`src/rtl/dma_term_pkg.sv`:
```
package dma_term_pkg;
  typedef enum logic [1:0] {
    ST_IDLE = 2'd0,
    ST_RD   = 2'd1,
    ST_WR   = 2'd2
  } dma_st_e;
endpackage

```
`src/rtl/dma_req_unit.sv`:
```
module dma_req_unit (
  input  logic clk_i,
  input  logic rst_ni,
  input  logic req_i,
  input  logic edge_i,
  input  logic arm_i,
  input  logic take_i,
  output logic go_o
);
  logic req_q, pend_q, rise;

  assign rise = req_i & ~req_q;

  always_ff @(posedge clk_i or negedge rst_ni) begin
    if (!rst_ni) begin
      req_q  <= 1'b0;
      pend_q <= 1'b0;
    end else begin
      req_q <= req_i;
      if (!arm_i)      pend_q <= 1'b0;
      else if (rise)   pend_q <= 1'b1;
      else if (take_i) pend_q <= 1'b0;
    end
  end

  assign go_o = edge_i ? pend_q : req_i;

  // pending edge survives until a unit takes it
  a_r12_pend_kept: assert property (@(posedge clk_i) disable iff (!rst_ni)
    (arm_i && pend_q && !take_i) |=> pend_q);
endmodule

```
`src/rtl/dma_cnt_unit.sv`:
```
module dma_cnt_unit #(
  parameter int CW = 8
) (
  input  logic          clk_i,
  input  logic          rst_ni,
  input  logic          load_i,
  input  logic [CW-1:0] ld_val_i,
  input  logic          dec_i,
  output logic [CW-1:0] cnt_o,
  output logic          last_o,
  output logic          zero_o
);
  logic [CW-1:0] cnt_q;

  always_ff @(posedge clk_i or negedge rst_ni) begin
    if (!rst_ni)     cnt_q <= '0;
    else if (load_i) cnt_q <= ld_val_i;
    else if (dec_i)  cnt_q <= cnt_q - CW'(1);
  end

  assign cnt_o  = cnt_q;
  assign last_o = (cnt_q == CW'(1));
  assign zero_o = (cnt_q == '0);

  a_r5_no_wrap: assert property (@(posedge clk_i) disable iff (!rst_ni)
    dec_i |-> !zero_o);
  a_r2_cnt_stable: assert property (@(posedge clk_i) disable iff (!rst_ni)
    (!load_i && !dec_i) |=> $stable(cnt_q));
endmodule

```
`src/rtl/dma_addr_unit.sv`:
```
module dma_addr_unit #(
  parameter int AW   = 16,
  parameter int STEP = 4
) (
  input  logic          clk_i,
  input  logic          rst_ni,
  input  logic          clr_i,
  input  logic          adv_i,
  input  logic          sel_wr_i,
  input  logic [AW-1:0] src_i,
  input  logic [AW-1:0] dst_i,
  output logic [AW-1:0] addr_o
);
  localparam logic [AW-1:0] STEP_V = AW'(STEP);
  logic [AW-1:0] off_q;

  always_ff @(posedge clk_i or negedge rst_ni) begin
    if (!rst_ni)     off_q <= '0;
    else if (clr_i)  off_q <= '0;
    else if (adv_i)  off_q <= off_q + STEP_V;
  end

  assign addr_o = (sel_wr_i ? dst_i : src_i) + off_q;
endmodule

```
`src/rtl/dma_term_seq.sv`:
```
module dma_term_seq
  import dma_term_pkg::*;
#(
  parameter int AW   = 16,
  parameter int DW   = 32,
  parameter int CW   = 8,
  parameter int STEP = 4
) (
  input  logic          clk_i,
  input  logic          rst_ni,
  input  logic          req_i,
  input  logic          burst_i,
  input  logic          edge_i,
  input  logic          mst_en_i,
  input  logic          en_wr_i,
  input  logic          en_wdata_i,
  input  logic          cnt_wr_i,
  input  logic [CW-1:0] cnt_wdata_i,
  input  logic [AW-1:0] src_addr_i,
  input  logic [AW-1:0] dst_addr_i,
  output logic          rd_o,
  output logic          wr_o,
  output logic [AW-1:0] addr_o,
  input  logic [DW-1:0] rdata_i,
  output logic [DW-1:0] wdata_o,
  input  logic          rdy_i,
  output logic          ch_en_o,
  output logic [CW-1:0] count_o,
  output logic          done_o
);
  dma_st_e       st_q, st_d;
  logic          ch_en_q, done_q;
  logic [DW-1:0] buf_q;
  logic          go, cnt_last, cnt_zero, cnt_load;
  logic          rd_hs, wr_hs, active, start, cont_ok, cont, take, en_set;

  assign rd_hs  = (st_q == ST_RD) & rdy_i;
  assign wr_hs  = (st_q == ST_WR) & rdy_i;
  assign active = ch_en_q & mst_en_i & ~cnt_zero;
  assign start  = (st_q == ST_IDLE) & active & go;
  // stop sampled where a request would be: at the closing write handshake
  assign cont_ok = ch_en_q & mst_en_i & ~cnt_last & (edge_i | req_i);
  assign cont    = wr_hs & burst_i & cont_ok;
  assign take    = start | cont;
  assign en_set  = en_wr_i & en_wdata_i & ~ch_en_q & (st_q == ST_IDLE)
                 & mst_en_i & ~cnt_zero;
  assign cnt_load = cnt_wr_i & ~ch_en_q & (st_q == ST_IDLE);

  dma_req_unit u_req (
    .clk_i  (clk_i),
    .rst_ni (rst_ni),
    .req_i  (req_i),
    .edge_i (edge_i),
    .arm_i  (ch_en_q & mst_en_i),
    .take_i (take),
    .go_o   (go)
  );

  dma_cnt_unit #(.CW(CW)) u_cnt (
    .clk_i    (clk_i),
    .rst_ni   (rst_ni),
    .load_i   (cnt_load),
    .ld_val_i (cnt_wdata_i),
    .dec_i    (wr_hs),
    .cnt_o    (count_o),
    .last_o   (cnt_last),
    .zero_o   (cnt_zero)
  );

  dma_addr_unit #(.AW(AW), .STEP(STEP)) u_addr (
    .clk_i    (clk_i),
    .rst_ni   (rst_ni),
    .clr_i    (en_set),
    .adv_i    (wr_hs),
    .sel_wr_i (st_q == ST_WR),
    .src_i    (src_addr_i),
    .dst_i    (dst_addr_i),
    .addr_o   (addr_o)
  );

  always_comb begin
    st_d = st_q;
    unique case (st_q)
      ST_IDLE: if (start) st_d = ST_RD;
      ST_RD:   if (rdy_i) st_d = ST_WR;
      ST_WR:   if (rdy_i) st_d = cont ? ST_RD : ST_IDLE;
      default: st_d = ST_IDLE;
    endcase
  end

  always_ff @(posedge clk_i or negedge rst_ni) begin
    if (!rst_ni) begin
      st_q    <= ST_IDLE;
      ch_en_q <= 1'b0;
      done_q  <= 1'b0;
      buf_q   <= '0;
    end else begin
      st_q <= st_d;
      if (rd_hs) buf_q <= rdata_i;
      if (en_set)                         ch_en_q <= 1'b1;
      else if (en_wr_i && !en_wdata_i)    ch_en_q <= 1'b0;
      else if (wr_hs && cnt_last)         ch_en_q <= 1'b0;
      else if (st_q == ST_IDLE && !mst_en_i) ch_en_q <= 1'b0;
      if (en_set)                 done_q <= 1'b0;
      else if (wr_hs && cnt_last) done_q <= 1'b1;
    end
  end

  assign rd_o    = (st_q == ST_RD);
  assign wr_o    = (st_q == ST_WR);
  assign wdata_o = buf_q;
  assign ch_en_o = ch_en_q;
  assign done_o  = done_q;

  a_r4_read_then_write: assert property (@(posedge clk_i) disable iff (!rst_ni)
    (rd_o && rdy_i) |=> wr_o);
  a_r4_write_held: assert property (@(posedge clk_i) disable iff (!rst_ni)
    (wr_o && !rdy_i) |=> (wr_o && $stable(wdata_o) && $stable(addr_o)));
  a_r6_cs_gap: assert property (@(posedge clk_i) disable iff (!rst_ni)
    (wr_o && rdy_i && !burst_i) |=> (!rd_o && !wr_o));
  a_r5_terminal_halt: assert property (@(posedge clk_i) disable iff (!rst_ni)
    (wr_o && rdy_i && count_o == CW'(1)) |=> (!ch_en_o && done_o && !rd_o));
  a_r10_no_start_halted: assert property (@(posedge clk_i) disable iff (!rst_ni)
    (!ch_en_o && !rd_o && !wr_o) |=> !rd_o);
  a_r13_done_clear: assert property (@(posedge clk_i) disable iff (!rst_ni)
    $fell(done_o) |-> ch_en_o);
endmodule

```
`config.mk`:
```
export PLATFORM = sky130hd
export DESIGN_NAME = dma_term_seq
export DESIGN_NICKNAME = d
export VERILOG_FILES = /design/src/rtl/dma_term_pkg.sv /design/src/rtl/dma_req_unit.sv /design/src/rtl/dma_cnt_unit.sv /design/src/rtl/dma_addr_unit.sv /design/src/rtl/dma_term_seq.sv
export SDC_FILE = /design/constraint.sdc
export NUM_CORES = 1
export LEC_CHECK = 0
export ABC_AREA = 1
export ABC_CLOCK_PERIOD_IN_PS = 3200
export BUFFER_PORTS_ARGS = -buffer_cell sky130_fd_sc_hd__buf_4
export CORE_UTILIZATION = 35
export CTS_BUF_LIST = sky130_fd_sc_hd__clkbuf_16
export DETAILED_ROUTE_END_ITERATION = 10
export HOLD_SLACK_MARGIN = 0.08
export PLACE_DENSITY = 0.65
export SLEW_MARGIN = 20
export SYNTH_ARGS = -nofsm -noshare
export SYNTH_HDL_FRONTEND = slang
export SYNTH_SLANG_ARGS = --single-unit
```
`constraint.sdc`:
```
create_clock -name clk_i -period 3.2 [get_ports clk_i]
set_clock_uncertainty 0.1 [all_clocks]
set_input_delay 0.32 -clock clk_i [delete_from_list [all_inputs] [get_ports clk_i]]
set_output_delay 0.32 -clock clk_i [all_outputs]
set_load 0.02 [all_outputs]
```
Word-level counts from Yosys, hierarchy flattened
Cells that the tools add are included.

Multiplexer cells: 20. Reduce and logical (&&, ||, !) cells: 12. Bitwise logic cells: 24. Equal/unequal tests: 7. $add $sub $neg: 3.

Operators with widths (number): $mux 16 (3); $and 1x1->1 (18); $add 16x16->16 (1); $add 16x3->16 const B (1); $mux 8 (2); $mux 1 (11); $eq 8x1->1 const B (1); $logic_not 8->1 (1); $sub 8x1->8 const B (1); $mux 2 (3); $pmux 2 s3 (1); $reduce_bool 2->1 (3); $ne 2x2->1 const B (2); $not 1->1 (4); $reduce_bool 4->1 (1); $logic_and 1x1->1 (3); $ne 3x3->1 const B (1); $reduce_and 3->1 (1); $eq 2x1->1 const B (1); $eq 2x2->1 const B (1); $logic_not 1->1 (2); $logic_not 2->1 (1); $ne 2x1->1 const B (1); $or 1x1->1 (2).

Flip-flop bits (word level): 62. Output and inout bits: 60. Input bits: 82. Logic and storage cells: 74.

Longest topological paths before layout
Depth in word-level cells: 9. Gate-level depth with buffers: 15. Depth with buffers taken out: 14.

By module
A second synthesis with hierarchy kept.

Cell total of the unflattened synthesis: 546. Area, all modules: 3975.1 um^2.

Modules (own cells, without submodules): dma_addr_unit (times used 1, area each 1726.7 um^2, cells an instance 270); dma_term_seq (times used 1, area each 1580.3 um^2, cells an instance 190); dma_cnt_unit (times used 1, area each 578.1 um^2, cells an instance 75); dma_req_unit (times used 1, area each 90.1 um^2, cells an instance 11).

Least setup slack after synthesis
OpenSTA, ideal clock, no wires.

Path type: register to output. Start point: register st_q[0]. End point: output addr_o[9]. Path buffers: 1. Data required time: 2.780 ns. Data arrival time: 2.185 ns. Path slack: 0.595 ns. Stages on the path, launching flop included: 12. Cells stage by stage: dfrtp_1 inv_1 nand2_1 inv_2 clkbuf_1 nand2_1 nand2_1 ha_1 nand2_1 a21oi_1 a21oi_1 xnor2_1.

Cells in the longest elaborated chain, start to end: 3.

Ends and longest elaborated chain: start: declaration (line dma_term_seq.sv:31) `dma_st_e st_q, st_d;`; start signal: assignment (line dma_term_seq.sv:98) `st_q <= st_d;`; $eq 2x2->1; named net wr_o (line dma_term_seq.sv:22) `output logic wr_o,`; $mux 16 (line dma_addr_unit.sv:23) `assign addr_o = (sel_wr_i ? dst_i : src_i) + off_q;`; $add 16x16->16 (line dma_addr_unit.sv:23); end: declaration (line dma_term_seq.sv:23) `output logic [AW-1:0] addr_o,`.

The timed path passes the listed nets, and every way through them passes these cells.

Final worst setup path
Start point: register st_q[0]. End point: output addr_o[13].

Cells in the longest elaborated chain, start to end: 3.

Ends and longest elaborated chain: $eq 2x2->1 (line dma_term_seq.sv:75) `.sel_wr_i (st_q == ST_WR),`; $mux 16 (line dma_addr_unit.sv:23); $add 16x16->16 (line dma_addr_unit.sv:23).

No other way between the ends.

==> flow_summary.toml <==
[worst_setup_path]
reg2reg_depth = 10
r2r_slack_ns = 0.93
required_ns = 2.78
r2r-start = "st_q[0]$_DFFE_PN0P_"
startpoint_type = "register"
critical_path_arrival_ns = 2.49
critPathMaxFanout = 11
end_kind = "output pin"
critPathKind = "reg -> out"
rr_endpoint = "u_addr.off_q[9]$_DFFE_PN0P_"

[routing]
wire_per_inst_um = 12.7
drc_errors = 0
routed_wl_um = 9900
ant_nets = 0
vias = 3695
drt_iter0_markers = 176
avgViaCountPerCell = 4.73
firstDrtPassIters = 4

[pwr]
leakage_uw = 0.00292
powerDensity_mw_per_mm2 = 625
max-vdd-ir-drop_mv = 0.417

[finish]
fin_nets = 741
ff_latch_area_mm2 = 0.00150
nFillCells = 1025
drive_above_1_share = 0.299
syn2layout_area_growth_pct = 39.1
post-route-util = 0.505
antenna-diode-count = 0
multi_input_area_mm2 = 0.00198

[global_routing]
antenna_found_initial = 0
grt_pass1_vias = 3645
grt_pass1_wl_um = 16500
grt_max_degree = 61
grtUsageTotal = 0.185
gr-total-overflow = 0

[synthesis]
yosysTopAreaCellShare = 0.397
synth_nets = 595
seq_area_frac_synth = 0.397
yosysMostFrequentCell = "nand2_1"
synth.distinct_cells = 29
yosysWarnings = 0
synth.ff_latch_count = 60
async_flop_share = 1.00
avgSynthCellArea_um2 = 7.66
syn_inst = 494
ys_top_cells_by_area = "dfrtp_1 40%, nand2_1 16%, mux2_2 9.5%, ha_1 6.3%, inv_1 6.2%"
syn_area_mm2 = 0.00378
synth_edf_count = 0
synthTopCellsByCount = "162 x nand2_1, 62 x inv_1, 60 x dfrtp_1"
synth-main-ff-cell = "dfrtp_1"
yosysTopAreaCell = "dfrtp_1"

[run]
drv_cap = 0

[worst_hold_path]
min-delay-start = "cnt_wdata_i[1]"
worst_hold_path_type = "in -> reg"
hold_depth = 3
min_to = "u_cnt.cnt_o[1]$_DFFE_PN0P_"

[clock_tree]
cts_buffers = 9
clockRootBuffer = "clkbuf_16"
post_cts_buffers = 0
clk_latency_ns = 0.32
clk_pin_slew_ns = 0.05
htreeDepth = 3
clockBufferDepth = 2
clock-sinks = 60
cts_tree = "built"

[sta]
maxSlewHeadroom = 0.486
fin_crit_ns = 2.91
fin_crit_sh = 0.911
finalSetupTns_ns = 0
setup-violations-final = 0
drv_slew = 0
worstMarginPinSlew_ns = 0.768
hold_viol = 0
grt_setup_unrepaired = "false"
max_freq_mhz = 343

[floorplan]
io_pins = 142
initial_core_util = 0.363
die_area_mm2 = 0.0112
die_w_um = 106
chipHeight_um = 106
fp-row-count = 37
core_mm2 = 0.0104

[status]
status = "finished clean"

[placement]
dpl.hpwl_um = 7740
gp_congestion = 0.870
portBuffers = 141
-- cells by family after synthesis --
| group | share of synthesized area |
|---|---|
| adders and majority gates | 0.0629 |
| other | 0.000991 |
| AOI/OAI and AO/OA | 0.0533 |
| muxes | 0.0953 |
| xor gates and xnor gates | 0.0278 |
| and+or+nand+nor | 0.282 |
| buffers and inverters | 0.0814 |
| DFF | 0.397 |
-- worst max-delay path: stages (launching register included) --
cell     delay (ns)
dfrtp_1        0.37
inv_1          0.12
nand2_4        0.14
buf_12         0.18
nand2_1        0.06
nand2_1        0.07
ha_1           0.34
nand2_1        0.13
a21oi_1        0.30
nand3_1        0.14
nand3_1        0.09
nand2_1        0.05
nand2_1        0.06
buf_4          0.14
-- layer usage --
| layer | GRT usage | vias to the layer above | part of all wire |
|---|---|---|---|
| met2 | 0.302 | 153 | 0.45 |
| met4 | 0.0704 | 0 | 0.017 |
| met3 | 0.0687 | 13 | 0.10 |
| met1 | 0.222 | 1654 | 0.43 |
| met5 | 0 | - | 0 |
| li1 | - | 1875 | - |
-- cell type report --
type,instances,share of cell area
clock buffers,9,0.0428
clock inverters,7,0.00690
inverters,63,0.0459
multi-input cells,361,0.376
flip-flops and latches,60,0.285
well taps,136,0.0323
repair buffers,145,0.210
-- where the power goes --
part / internal (uW) / switching (uW) / leakage, uW
Clock: 511 / 325 / 0.000131
Sequential: 980 / 133 / 0.000772
Combinational: 622 / 716 / 0.00201
Total: 2110 / 1170 / 0.00292
-- worst max path at each step --
| stage | from | endpoint | slack, ns | depth (start not counted) |
|---|---|---|---|---|
| floorplan | st_q[0]$_DFFE_PN0P_ | addr_o[9] | 0.59 | 11 |
| global placement | st_q[1]$_DFFE_PN0P_ | addr_o[13] | 0.42 | 12 |
| detailed placement | st_q[0]$_DFFE_PN0P_ | addr_o[14] | 0.34 | 15 |
| CTS | st_q[0]$_DFFE_PN0P_ | addr_o[14] | 0.15 | 15 |
| global route | st_q[0]$_DFFE_PN0P_ | addr_o[13] | 0.006 | 13 |
| finish | st_q[0]$_DFFE_PN0P_ | addr_o[13] | 0.29 | 13 |
-- cell usage in the layout, fill, tap and decap left out, drive strengths merged --
master	instances
a21oi	21
xor2	9
nor3	8
o2111ai	1
xnor2	3
a31oi	1
o221ai	2
mux2	32
nand3b	1
conb	1
nand4	7
dfrtp	60
clkbuf	9
or2	1
buf	143
nand3	36
o21ai	6
o211ai	3
clkinvlp	2
inv	65
nand2	163
clkinv	3
dlygate4sd3	2
o21bai	1
nor2	46
ha	19
-- repair_timing --
item,CTS,global route
gates resized for setup,1,4
hold endpoints to repair,61,0
hold buffers,2,0
setup endpoints to repair,4,8
-- sequential cells by signal, summed over array words and instances, names as in the netlist --
name and flops:
wdata_o 32, u_addr.off_q 14, u_cnt.cnt_o 8, st_q 2
ch_en_o 1, done_o 1, u_req.pend_q 1, u_req.req_q 1
-- through the flow --
stage               setup slack (ns)  total power (uW)  cells  hold slack (ns)  instance area (um2)
floorplan                      0.595              1850    494          -0.0756                 3780
global placement               0.418              2430    763            0.339                 4970
detailed placement             0.340              2460    763            0.340                 4970
CTS                            0.145              3320    781            0.114                 5250
global route                 0.00554              3470    781            0.117                 5260
finish                         0.286              3290    781            0.119                 5260
Power figures use the tool's default switching activity.
